**config.mk**
```make
export PLATFORM = sky130hd
export DESIGN_NAME = ovp_lsforce_ctrl
export DESIGN_NICKNAME = d
export VERILOG_FILES = /design/src/rtl/ovp_lsf_pkg.sv /design/src/rtl/ovp_lsf_sync.sv /design/src/rtl/ovp_lsf_persist.sv /design/src/rtl/ovp_lsforce_ctrl.sv
export SDC_FILE = /design/constraint.sdc
export NUM_CORES = 1
export LEC_CHECK = 0
export BUFFER_PORTS_ARGS = -buffer_cell sky130_fd_sc_hd__buf_2
export CAP_MARGIN = 25
export CORE_MARGIN = 2
export CORE_UTILIZATION = 46
export CTS_CLUSTER_SIZE = 12
export DETAILED_ROUTE_END_ITERATION = 7
export PLACE_DENSITY = 0.76
export SYNTH_ARGS = -nofsm -noshare
export SYNTH_HDL_FRONTEND = slang
export SYNTH_HIERARCHICAL = 1
export SYNTH_SLANG_ARGS = --single-unit
```
**constraint.sdc**
```tcl
create_clock -name clk -period 1.6 [get_ports clk]
set_input_delay 0.24 -clock clk [delete_from_list [all_inputs] [get_ports clk]]
set_output_delay 0.24 -clock clk [all_outputs]
set_load 0.05 [all_outputs]
```
**src/rtl/ovp_lsf_pkg.sv**
```systemverilog
package ovp_lsf_pkg;

    typedef enum logic {
        MODE_INDEP = 1'b0,
        MODE_MULTI = 1'b1
    } phase_mode_e;

endpackage

```
**src/rtl/ovp_lsf_sync.sv**
```systemverilog
module ovp_lsf_sync #(
    parameter int W      = 8,
    parameter int STAGES = 2
) (
    input  logic         clk,
    input  logic         rst_n,
    input  logic [W-1:0] d,
    output logic [W-1:0] q
);

    logic [STAGES-1:0][W-1:0] chain_d, chain_q;

    always_comb begin
        chain_d[0] = d;
        for (int s = 1; s < STAGES; s++) begin
            chain_d[s] = chain_q[s-1];
        end
    end

    always_ff @(posedge clk or negedge rst_n) begin
        if (!rst_n) chain_q <= '0;
        else        chain_q <= chain_d;
    end

    assign q = chain_q[STAGES-1];

endmodule

```
**src/rtl/ovp_lsf_persist.sv**
```systemverilog
module ovp_lsf_persist #(
    parameter int CYCLES = 3
) (
    input  logic clk,
    input  logic rst_n,
    input  logic level_i,
    output logic hit_o
);

    localparam int CNT_W = (CYCLES > 1) ? $clog2(CYCLES) : 1;
    localparam logic [CNT_W-1:0] CNT_TOP = CNT_W'(CYCLES - 1);

    logic [CNT_W-1:0] cnt_d, cnt_q;

    always_comb begin
        if (!level_i)              cnt_d = '0;
        else if (cnt_q == CNT_TOP) cnt_d = cnt_q;
        else                       cnt_d = cnt_q + 1'b1;
    end

    always_ff @(posedge clk or negedge rst_n) begin
        if (!rst_n) cnt_q <= '0;
        else        cnt_q <= cnt_d;
    end

    // This cycle is the CYCLES-th consecutive one with the level high.
    assign hit_o = level_i && (cnt_q == CNT_TOP);

endmodule

```
**src/rtl/ovp_lsforce_ctrl.sv**
```systemverilog
module ovp_lsforce_ctrl
    import ovp_lsf_pkg::*;
#(
    parameter int NUM_CH         = 2,
    parameter int SYNC_STAGES    = 2,
    parameter int PERSIST_CYCLES = 3
) (
    input  logic              clk,
    input  logic              rst_n,
    input  logic              multiphase_i,
    input  logic [NUM_CH-1:0] above_ovp_i,
    input  logic [NUM_CH-1:0] above_hi_i,
    input  logic [NUM_CH-1:0] below_lo_i,
    input  logic [NUM_CH-1:0] en_sense_i,
    output logic [NUM_CH-1:0] lsforce_o,
    output logic [NUM_CH-1:0] ov_latched_o
);

    localparam int RAW_W = 4 * NUM_CH;

    typedef struct packed {
        logic [NUM_CH-1:0] frc;
        logic [NUM_CH-1:0] ovl;
    } ctl_state_t;

    logic [RAW_W-1:0]  raw_in, raw_s;
    logic [NUM_CH-1:0] ovp_s, hi_s, lo_s, en_s;
    logic [NUM_CH-1:0] hit;
    logic [NUM_CH-1:0] en_low;
    phase_mode_e       mode;
    ctl_state_t        st_d, st_q;

    assign raw_in = {en_sense_i, below_lo_i, above_hi_i, above_ovp_i};

    ovp_lsf_sync #(
        .W      (RAW_W),
        .STAGES (SYNC_STAGES)
    ) u_sync (
        .clk   (clk),
        .rst_n (rst_n),
        .d     (raw_in),
        .q     (raw_s)
    );

    assign ovp_s = raw_s[0*NUM_CH +: NUM_CH];
    assign hi_s  = raw_s[1*NUM_CH +: NUM_CH];
    assign lo_s  = raw_s[2*NUM_CH +: NUM_CH];
    assign en_s  = raw_s[3*NUM_CH +: NUM_CH];

    for (genvar g = 0; g < NUM_CH; g++) begin : g_ch
        ovp_lsf_persist #(
            .CYCLES (PERSIST_CYCLES)
        ) u_persist (
            .clk     (clk),
            .rst_n   (rst_n),
            .level_i (ovp_s[g]),
            .hit_o   (hit[g])
        );
    end

    assign mode = phase_mode_e'(multiphase_i);

    always_comb begin
        st_d   = st_q;
        en_low = '0;
        for (int i = 0; i < NUM_CH; i++) begin
            // overvoltage latch: sticky until power-on reset
            if (mode == MODE_MULTI) begin
                if (|hit) st_d.ovl[i] = 1'b1;
            end else begin
                if (hit[i]) st_d.ovl[i] = 1'b1;
            end
            // latched fault holds the enable line low
            en_low[i] = !en_s[i] || st_q.ovl[i];
            // low-side force with 113% / 87% hysteresis, release wins
            if (lo_s[i])                  st_d.frc[i] = 1'b0;
            else if (en_low[i] && hi_s[i]) st_d.frc[i] = 1'b1;
        end
    end

    always_ff @(posedge clk or negedge rst_n) begin
        if (!rst_n) st_q <= '0;
        else        st_q <= st_d;
    end

    assign lsforce_o    = st_q.frc;
    assign ov_latched_o = st_q.ovl;

endmodule

```
==> results.md <==
- CP endpoint kind: flip-flop
- Register area share after synthesis: 0.759
- Area contributors post-synth: dfrtp_1, ha_1, nor3b_2
- Slew headroom: 0.668
- Worst path required time: 1.81 ns
- Arr. time, crit path: 1.45 ns
- Cell Count, Final, Fillers Out: 83
- Die width: 45.5 um
- Pleak: 0.432 nW
- Area of the multi-input gates: 183 um^2
- NetSw: 0.344 mW
- Synth unique cells: 13
- Placed cells: 78
- Clk slew on worst S/H paths: 0.12 ns
- CTS max path bufs: 2
- Clk_skew: 0.00103 ns
- Fmax: 805 MHz
- Post-synth top area cell: dfrtp_1
- Min-Delay Path Class: in -> reg
- # DRC: 0
- # H-tree levels: 1
- Status: finished, final reports clean
- Global Route met3 Usage: 0.0238
- Clock latency on the worst-skew pair: 0.30 ns
- Met1 track demand over resource: 0.136
- Total core area: 1560 um^2
- Drt initial violations: 0
- Avg WL per Cell: 11.4 um
- Slew Limit Fails: 0
- Period minus WS final: 1.24 ns
- Share of layout cells above drive strength 1: 0.388
- Num CTS Buffers: 3
- Final core utilization: 0.605
- Syn_nets: 61
- Seq pwr share: 0.517
- Grt met2 use: 0.189
- Starting density of the core: 0.507
- Cell area after synthesis: 791 um^2
- Crit start category: flip-flop
- Setup TNS: 0 ns
- Total number of vias: 400
- First-pass GRT wire length: 1610 um
- Vias per std cell: 4.82
- R2r setup slk: 0.36 ns
- TritonCTS clock tree: yes
- Largest net degree at the start of global routing: 25
- Avg Inst Size Synth: 16.5 um^2
- Final Cycle Share: 0.777
- Flops & latches, synth: 24
- All-Layer GR Usage: 0.115
- Syn-to-layout area delta: 19.3%
- Worst slew pin tran: 0.498 ns
- Top FF cell, synth: dfrtp_1
- Cell Int Power: 1.05 mW
- Mapped Cells: 48
- Root Buffer: clkbuf_4
- Final wirelength: 946 um
- Maximum resistive drop on vdd: 0.792 mV
- Clock sinks: 24
- Gr ovfl total: 0
- Yosys top cell area share: 0.759
- Sw frac: 0.247
- # fillers: 131
- Crit Path Max Fanout: 4
- Top-count cell post-synth: dfrtp_1
- DRT antenna net count: 0
- Final nets: 81
- Layer with the highest usage: met2
- Pre-antenna DRT Iters: 1
- Total die area: 2070 um^2
- Combinational share of power: 0.179
- Die Y: 45.5 um
- Final Hold Vio Count: 0
- Critical path class: reg -> reg
- Row cnt: 14
- Diodes inserted: 0
- Sequential cell area: 601 um^2
- # setup viols final: 0
- I/O pin cnt: 15
- Min Hold Slack: 0.0299 ns
- Port Buffers: 14
- Vias in the first global route: 406
- Max Cap Violations: 0
- Pwr dens: 1470 nW/um^2
- Routability Congestion: 0.659
- Initial antenna violation count: 0
- Number of synthesized flops with an enable pin: 0
- Setup bufs post-CTS: 0
- Yosys warning count: 6
- Post-DP HPWL: 681 um
- Clock power share: 0.305
- RSZ-0062 raised after global routing: no
- Asr flop ratio synth: 1.00
## metrics by stage
stage	instance area, um^2	worst slack (ns)	total power [mW]
3_3_place_gp	881	0.398	0.971
2_1_floorplan	791	0.431	0.916
3_5_place_dp	881	0.393	0.978
5_1_grt	943	0.291	1.46
4_1_cts	943	0.333	1.41
6_report	943	0.357	1.39
## area by class of cell
class | instances | area share
clock buffers | 3 | 0.0239
clock inverters | 1 | 0.0318
inverters | 2 | 0.00796
multi-input cells | 22 | 0.194
flip-flops and latches | 24 | 0.637
well taps | 16 | 0.0212
repair buffers | 15 | 0.0849
## state kept, by name, indices dropped and copies added, names as in the netlist
signal and flops:
u_sync/q 8, ov_latched_o 2, lsforce_o 2, g_ch.u_persist/cnt_q 4, u_sync/chain_d 8
## cell families after synthesis
| group | synth area share |
|---|---|
| buf+inv | 0.00950 |
| flops | 0.759 |
| simple gates | 0.127 |
| compound gates | 0.0506 |
| xor+xnor | 0.0222 |
| fa+ha+maj | 0.0316 |
## what timing repair did
item                      in CTS  in global routing
gates resized for setup        0                  0
hold endpoints to repair      24                  0
hold buffers                   1                  0
## worst max-delay path: stages, from the launching register on
cell and delay, ns:
dfrtp_1 0.39, inv_1 0.06, ha_1 0.23, and2_2 0.21, a211o_1 0.26
## cells in the final DEF (no fill, tap or decap), drive strengths merged
cell type,n
bufinv,1
a21boi,2
a211o,2
nor3,2
buf,14
nor2,2
inv,2
ha,2
dfrtp,24
nand2,2
nor3b,2
xnor2,2
dlygate4sd3,1
or2,2
clkbuf,3
and2,4
## routing by layer
metal | share of wire | up-vias | routed length (um)
li1 | - | 195 | -
met1 | 0.44 | 192 | 413
met2 | 0.51 | 11 | 480
met3 | 0.049 | 2 | 46
met4 | 0.0063 | 0 | 6
met5 | 0 | - | 0
## final timing paths
| path | endpoint | from | cells past startpoint |
|---|---|---|---|
| setup / recovery | ov_latched_o[0] | g_ch[0].u_persist/cnt_q[0] | 4 |
| hold / removal | u_sync/chain_d[13] | below_lo_i[1] | 1 |
| setup reg to reg | ov_latched_o[0] | g_ch[0].u_persist/cnt_q[0] | 4 |
| hold reg to reg | u_sync/q[1] | u_sync/chain_d[9] | 0 |
| max in group asynchronous | u_sync/chain_d[10] | rst_n | 2 |
| min in group asynchronous | u_sync/chain_d[15] | rst_n | 2 |
## power groups by stage
stage / sequential, mW / clock [mW] / combinational (mW)
6_report: 0.718 / 0.423 / 0.248
5_1_grt: 0.727 / 0.455 / 0.275
4_1_cts: 0.720 / 0.434 / 0.252
3_5_place_dp: 0.731 / 0 / 0.247
3_3_place_gp: 0.726 / 0 / 0.245
2_1_floorplan: 0.764 / 0 / 0.152
Note: power is estimated with default switching activity, not from simulation.
